<file path="config.mk">
export PLATFORM = sky130hd
export DESIGN_NAME = sprite_pos_updater
export DESIGN_NICKNAME = d
export VERILOG_FILES = /design/src/rtl/sprite_pkg.sv /design/src/rtl/sat_step.sv /design/src/rtl/paddle_axis.sv /design/src/rtl/ball_axis.sv /design/src/rtl/sprite_pos_updater.sv
export SDC_FILE = /design/constraint.sdc
export NUM_CORES = 1
export LEC_CHECK = 0
export ABC_AREA = 1
export BUFFER_PORTS_ARGS = -buffer_cell sky130_fd_sc_hd__clkbuf_2
export CORE_MARGIN = 2
export CORE_UTILIZATION = 40
export CTS_CLUSTER_SIZE = 8
export DETAILED_ROUTE_END_ITERATION = 16
export SLEW_MARGIN = 20
export SYNTH_ARGS = -nofsm -noshare
export SYNTH_HDL_FRONTEND = slang
export SYNTH_SLANG_ARGS = --single-unit
</file>
<file path="constraint.sdc">
create_clock -name clk -period 1.8 [get_ports clk]
set_input_delay 0.18 -clock clk [delete_from_list [all_inputs] [get_ports clk]]
set_output_delay 0.18 -clock clk [all_outputs]
set_load 0.05 [all_outputs]
</file>
<file path="src/rtl/sprite_pkg.sv">
package sprite_pkg;
  localparam int PIX_W   = 10;
  localparam int FRAC_W  = 8;
  localparam int VEL_W   = 8;
  localparam int FIELD_W = 720;
  localparam int FIELD_H = 507;
  localparam int BALL_AXES = 2;
endpackage

</file>
<file path="src/rtl/sat_step.sv">
module sat_step #(
  parameter int POS_W = 10,
  parameter int VEL_W = 8,
  parameter int MAX   = 506
) (
  input  logic [POS_W-1:0] pos_i,
  input  logic [VEL_W-1:0] vel_i,
  output logic [POS_W-1:0] pos_o
);
  localparam int SW = POS_W + 2;

  logic signed [SW-1:0] sum;
  logic signed [SW-1:0] vel_ext;

  always_comb begin
    vel_ext = $signed({{(SW-VEL_W){vel_i[VEL_W-1]}}, vel_i});
    sum     = $signed({2'b00, pos_i}) + vel_ext;
    if (sum < 0)
      pos_o = '0;
    else if (sum > $signed(SW'(MAX)))
      pos_o = POS_W'(MAX);
    else
      pos_o = sum[POS_W-1:0];
  end
endmodule

</file>
<file path="src/rtl/paddle_axis.sv">
module paddle_axis #(
  parameter int PIX_W = 10,
  parameter int VEL_W = 8,
  parameter int LIMIT = 507
) (
  input  logic             clk,
  input  logic             rst_n,
  input  logic             load_i,
  input  logic [PIX_W-1:0] init_i,
  input  logic             step_i,
  input  logic [VEL_W-1:0] vel_i,
  output logic [PIX_W-1:0] pos_o
);
  localparam logic [PIX_W-1:0] TOP = PIX_W'(LIMIT - 1);

  logic [PIX_W-1:0] pos_q, pos_d, stepped, init_cl;
  logic             pos_en;

  sat_step #(.POS_W(PIX_W), .VEL_W(VEL_W), .MAX(LIMIT - 1)) u_step (
    .pos_i(pos_q), .vel_i(vel_i), .pos_o(stepped)
  );

  always_comb begin
    init_cl = (init_i > TOP) ? TOP : init_i;
    pos_en  = load_i | step_i;
    pos_d   = load_i ? init_cl : stepped;
  end

  always_ff @(posedge clk or negedge rst_n) begin
    if (!rst_n)      pos_q <= '0;
    else if (pos_en) pos_q <= pos_d;
  end

  assign pos_o = pos_q;

  a_r3_hold_without_frame: assert property (@(posedge clk) disable iff (!rst_n)
    (!load_i && !step_i) |=> $stable(pos_o));
  a_r4_in_range: assert property (@(posedge clk) disable iff (!rst_n)
    pos_o <= TOP);
endmodule

</file>
<file path="src/rtl/ball_axis.sv">
module ball_axis #(
  parameter int PIX_W  = 10,
  parameter int FRAC_W = 8,
  parameter int VEL_W  = 8,
  parameter int LIMIT  = 720
) (
  input  logic             clk,
  input  logic             rst_n,
  input  logic             load_i,
  input  logic [PIX_W-1:0] init_i,
  input  logic             sub_i,
  input  logic             frame_i,
  input  logic [VEL_W-1:0] vel_i,
  output logic [PIX_W-1:0] pix_o
);
  localparam int POS_W   = PIX_W + FRAC_W;
  localparam int MAX_SUB = (LIMIT - 1) * (2 ** FRAC_W);
  localparam logic [PIX_W-1:0] TOP = PIX_W'(LIMIT - 1);

  logic [POS_W-1:0] sub_q, sub_d, stepped;
  logic [PIX_W-1:0] rend_q, rend_d, init_cl;
  logic             sub_en, rend_en;

  sat_step #(.POS_W(POS_W), .VEL_W(VEL_W), .MAX(MAX_SUB)) u_step (
    .pos_i(sub_q), .vel_i(vel_i), .pos_o(stepped)
  );

  always_comb begin
    init_cl = (init_i > TOP) ? TOP : init_i;
    sub_en  = load_i | sub_i;
    sub_d   = load_i ? {init_cl, {FRAC_W{1'b0}}} : stepped;
    rend_en = load_i | frame_i;
    if (load_i)     rend_d = init_cl;
    else if (sub_i) rend_d = stepped[POS_W-1:FRAC_W];
    else            rend_d = sub_q[POS_W-1:FRAC_W];
  end

  always_ff @(posedge clk or negedge rst_n) begin
    if (!rst_n)      sub_q <= '0;
    else if (sub_en) sub_q <= sub_d;
  end

  always_ff @(posedge clk or negedge rst_n) begin
    if (!rst_n)       rend_q <= '0;
    else if (rend_en) rend_q <= rend_d;
  end

  assign pix_o = rend_q;

  a_r5_hold_without_subframe: assert property (@(posedge clk) disable iff (!rst_n)
    (!load_i && !sub_i) |=> $stable(sub_q));
  a_r6_render_hold: assert property (@(posedge clk) disable iff (!rst_n)
    (!load_i && !frame_i) |=> $stable(pix_o));
  a_r7_render_tracks_position: assert property (@(posedge clk) disable iff (!rst_n)
    (frame_i || load_i) |=> (pix_o == sub_q[POS_W-1:FRAC_W]));
  a_r8_in_range: assert property (@(posedge clk) disable iff (!rst_n)
    sub_q <= POS_W'(MAX_SUB));
endmodule

</file>
<file path="src/rtl/sprite_pos_updater.sv">
module sprite_pos_updater
  import sprite_pkg::*;
#(
  parameter int P_PIX_W   = PIX_W,
  parameter int P_FRAC_W  = FRAC_W,
  parameter int P_VEL_W   = VEL_W,
  parameter int P_FIELD_W = FIELD_W,
  parameter int P_FIELD_H = FIELD_H
) (
  input  logic               clk,
  input  logic               rst_n,
  input  logic               load_i,
  input  logic [P_PIX_W-1:0] pad_init_i,
  input  logic [P_PIX_W-1:0] ball_x_init_i,
  input  logic [P_PIX_W-1:0] ball_y_init_i,
  input  logic [P_VEL_W-1:0] pad_vel_i,
  input  logic [P_VEL_W-1:0] ball_vx_i,
  input  logic [P_VEL_W-1:0] ball_vy_i,
  input  logic               subframe_i,
  input  logic               frame_i,
  output logic [P_PIX_W-1:0] pad_y_o,
  output logic [P_PIX_W-1:0] ball_x_o,
  output logic [P_PIX_W-1:0] ball_y_o
);
  logic [1:0] rst_sync;
  logic       rst_core_n;

  always_ff @(posedge clk or negedge rst_n) begin
    if (!rst_n) rst_sync <= 2'b00;
    else        rst_sync <= {rst_sync[0], 1'b1};
  end
  assign rst_core_n = rst_sync[1];

  paddle_axis #(.PIX_W(P_PIX_W), .VEL_W(P_VEL_W), .LIMIT(P_FIELD_H)) u_pad (
    .clk(clk), .rst_n(rst_core_n), .load_i(load_i), .init_i(pad_init_i),
    .step_i(frame_i), .vel_i(pad_vel_i), .pos_o(pad_y_o)
  );

  logic [BALL_AXES-1:0][P_PIX_W-1:0] b_init, b_pix;
  logic [BALL_AXES-1:0][P_VEL_W-1:0] b_vel;

  assign b_init = {ball_y_init_i, ball_x_init_i};
  assign b_vel  = {ball_vy_i, ball_vx_i};

  for (genvar a = 0; a < BALL_AXES; a++) begin : g_ball
    localparam int LIM = (a == 0) ? P_FIELD_W : P_FIELD_H;
    ball_axis #(.PIX_W(P_PIX_W), .FRAC_W(P_FRAC_W), .VEL_W(P_VEL_W), .LIMIT(LIM)) u_axis (
      .clk(clk), .rst_n(rst_core_n), .load_i(load_i), .init_i(b_init[a]),
      .sub_i(subframe_i), .frame_i(frame_i), .vel_i(b_vel[a]), .pix_o(b_pix[a])
    );
  end

  assign ball_x_o = b_pix[0];
  assign ball_y_o = b_pix[1];

  a_r1_reset_zero: assert property (@(posedge clk) disable iff (rst_core_n)
    (pad_y_o == '0) && (ball_x_o == '0) && (ball_y_o == '0));
endmodule

</file>
==> impl_metrics.env <==
export IMPL_cts_sinks=68
export IMPL_ant_nets=0
export IMPL_ys_warn_count=0
export IMPL_synth_nets=1164
export IMPL_grt_ovfl_total=0
export IMPL_syn_to_final_growth_pct=57.0
export IMPL_synth_compound_area_share_pct=9.14
export IMPL_hp_start="pad_init_i[2]"
export IMPL_rr_worst_depth=20
export IMPL_design_area_sq_um=10300
export IMPL_violations="setup timing"
export IMPL_drv_slew=0
export IMPL_most_common_layout_cells="nand2_1 (317), buf_4 (198), inv_1 (152)"
export IMPL_slew_headroom_pct=60.4
export IMPL_rsz0062_at_grt="true"
export IMPL_ys_seq_area_share_pct=26.0
export IMPL_fmax_mhz=371
export IMPL_finalCoreUtilization_pct=64.5
export IMPL_cts_tree="built"
export IMPL_fin_skew_ns=0.00898
export IMPL_pre_cts_ws_ns=-0.954
export IMPL_clock_latency_ns=0.35
export IMPL_drt_initial_drc_count=342
export IMPL_critPathLaunchType="register"
export IMPL_yosysUniqueCellTypes=41
export IMPL_vias_per_cell=4.91
export IMPL_p_sw_mw=3.76
export IMPL_path_class="reg -> reg"
export IMPL_dpl_instance_area_sq_um=8710
export IMPL_p_int_mw=5.22
export IMPL_die_y_microns=132
export IMPL_period_share_pct=150
export IMPL_rr_startpoint="g_ball[0].u_axis.sub_q[0]$_DFFE_PN0P_"
export IMPL_synth_area_sq_um=6560
export IMPL_synth_top_family_by_area="simple AND/OR/NAND/NOR gates"
export IMPL_comb_power_share_pct=57.1
export IMPL_async_reset_ff_share_pct=100
export IMPL_drv_cap=0
export IMPL_dp_final_hpwl_microns=16100
export IMPL_clkSlewWorstSetupHoldPaths_ns=0.06
export IMPL_gp_congestion=0.897
export IMPL_wl_microns=21900
export IMPL_synth_simple_gate_area_share_pct=41.3
export IMPL_die_x_microns=132
export IMPL_wl_per_cell_microns=14.0
export IMPL_cp_arrival_ns=2.98
export IMPL_finalNetCount=1459
export IMPL_final_common_cell="nand2_1"
export IMPL_hp_class="in -> reg"
export IMPL_dr_pass1_iters=5
export IMPL_r2r_slack_ns=-0.90
export IMPL_grt_max_degree=67
export IMPL_p_per_area_nw_per_um2=873
export IMPL_setup_ws_ns=-0.895
export IMPL_tightest_slew_ns=0.594
export IMPL_grt_pass1_wl_microns=34900
export IMPL_core_sq_um=15900
export IMPL_antenna_cells=0
export IMPL_final_hold_viol_count=0
export IMPL_netlist_instances=1053
export IMPL_io_pins=89
export IMPL_drc=0
export IMPL_vias=7705
export IMPL_r2r_end="g_ball[0].u_axis.pix_o[0]$_DFFE_PN0P_"
export IMPL_cp_max_fo=7
export IMPL_drive_gt1_share_pct=41.9
export IMPL_syn_avg_cell_area_sq_um=6.23
export IMPL_synthAdderAreaFrac_pct=10.3
export IMPL_fin_crit_ns=2.70
export IMPL_grt_pass1_vias=7436
export IMPL_antenna_found_initial=0
export IMPL_p_leak_nw=5.54
export IMPL_p_seq_share_pct=21.4
export IMPL_p_clk_share_pct=21.4
export IMPL_setup_viol=63
export IMPL_ys_ff_latch=68
export IMPL_htree_levels=3
export IMPL_dieArea_sq_um=17400
export IMPL_rows=46
export IMPL_required_ns=2.08
export IMPL_grt_usage_pct=24.5
export IMPL_synth_xor_area_share_pct=2.81
export IMPL_synth_ff_type="dfrtp_1"
export IMPL_ir_worst_vdd_uv=497
export IMPL_muxShareOfSynthArea_pct=0
export IMPL_cts_root_buf="clkbuf_16"
export IMPL_holdWs_ns=0.113
export IMPL_cts_buffers=9
export IMPL_io_buffers=88
export IMPL_initial_core_util_pct=41.1
export IMPL_status="finished, violations left"
export IMPL_nFillCells=1481
export IMPL_clockBufferDepth=2
export IMPL_power_switching_share_pct=41.8
export IMPL_hold_end="u_pad.pos_o[2]$_DFFE_PN0P_"
export IMPL_synth_edf_count=0
export IMPL_min_path_cells=3
export IMPL_end_kind="register"
[timing repair]
item | in CTS | in global routing
hold endpoints to repair | 2 | 0
endpoints found under the setup margin | 63 | 63
buffers inserted | 20 | 8
cloned | 2 | 0
hold buffers | 1 | 0
resized for setup | 100 | 119
pin swaps | 27 | 32
[per-layer routing]
metal / global-route usage, % / vias to the layer above / share of wire, %
met5: 0 / - / 0
met4: 8.15 / 0 / 2.1
met3: 2.65 / 36 / 3.0
met2: 43.3 / 148 / 50
met1: 31.0 / 3601 / 45
li1: - / 3920 / -
[Yosys cell counts (all sizes together) (5+ instances only)]
master / n / share of area, %
nand2: 415 / 24
inv: 164 / 9.4
nor2: 81 / 5.0
nand3: 70 / 6.1
dfrtp: 68 / 26
a21oi: 57 / 4.4
ha: 49 / 9.4
o21ai: 32 / 2.4
nand4: 21 / 2.0
xor2: 14 / 1.9
a21boi: 10 / 1.1
nand3b: 10 / 1.1
clkbuf: 9 / 0.52
nor3: 9 / 0.84
xnor2: 7 / 0.94
and2: 6 / 0.65
or2: 6 / 0.57
buf: 5 / 0.57
[metrics by stage]
stage               setup TNS, ns  power [mW]  instances
floorplan                  -29.49        4.34       1053
global placement           -45.14        5.97       1524
detailed placement         -48.50        6.01       1524
CTS                        -43.10        8.49       1561
global route               -57.09        9.56       1568
finish                     -47.16        8.98       1568
[power groups by stage]
stage | logic [mW] | registers [mW] | clock network (mW)
final | 5.13 | 1.92 | 1.92
after global placement | 4.07 | 1.91 | 0
after global routing | 5.61 | 1.94 | 2.00
after detailed placement | 4.11 | 1.90 | 0
after floorplan | 2.10 | 2.24 | 0
after CTS | 4.64 | 1.90 | 1.95
[sequential cells by signal (all words and copies together) (netlist names)]
| signal | flops |
|---|---|
| rst_sync | 2 |
| g_ball.u_axis.pix_o | 20 |
| g_ball.u_axis.sub_q | 36 |
| u_pad.pos_o | 10 |
[kinds of logic (layout without fill, tap and decap cells)]
kind of cell	after synthesis	count (layout)
simple gates	624	625
buf+inv	178	476
compound gates	109	109
flops	68	68
fa+ha+maj	52	52
xor+xnor	21	21
other cells	1	1
[worst max path at each step]
stage	startpoint	end	slack, ns
final	g_ball[0].u_axis.sub_q[0]$_DFFE_PN0P_	g_ball[0].u_axis.pix_o[0]$_DFFE_PN0P_	-0.90
after global routing	g_ball[0].u_axis.sub_q[0]$_DFFE_PN0P_	g_ball[0].u_axis.pix_o[0]$_DFFE_PN0P_	-1.07
after CTS	g_ball[0].u_axis.sub_q[0]$_DFFE_PN0P_	g_ball[0].u_axis.pix_o[3]$_DFFE_PN0P_	-0.80
after detailed placement	ball_vx_i[7]	g_ball[0].u_axis.pix_o[1]$_DFFE_PN0P_	-0.95
after global placement	ball_vx_i[7]	g_ball[0].u_axis.pix_o[2]$_DFFE_PN0P_	-0.88
after floorplan	u_pad.pos_o[0]$_DFFE_PN0P_	u_pad.pos_o[6]$_DFFE_PN0P_	-0.61
[worst max-delay path, cell delays in order (launching register included)]
cell and delay (ns):
dfrtp_1 0.38, ha_4 0.16, inv_2 0.04, fa_2 0.34
inv_2 0.07, nand3_2 0.06, nand2_2 0.08, nand2_2 0.07
nand2_4 0.10, xor2_2 0.18, nand3_1 0.13, nor2_2 0.17
nand4_1 0.17, nand2_2 0.13, nand3_4 0.12, buf_6 0.17
nand2_2 0.06, nand2_2 0.04, nand2_2 0.06, nand2_1 0.05
nand2_1 0.06
[layout make-up]
| type | instances | area, sq um | share of cell area (%) |
|---|---|---|---|
| clock inverters | 6 | 90.1 | 0.875 |
| inverters | 164 | 618 | 6.01 |
| multi-input cells | 808 | 5300 | 51.5 |
| repair buffers | 297 | 2080 | 20.2 |
| well taps | 216 | 270 | 2.63 |
| flip-flops and latches | 68 | 1710 | 16.6 |
| clock buffers | 9 | 225 | 2.19 |
Power figures use the tool's default switching activity.
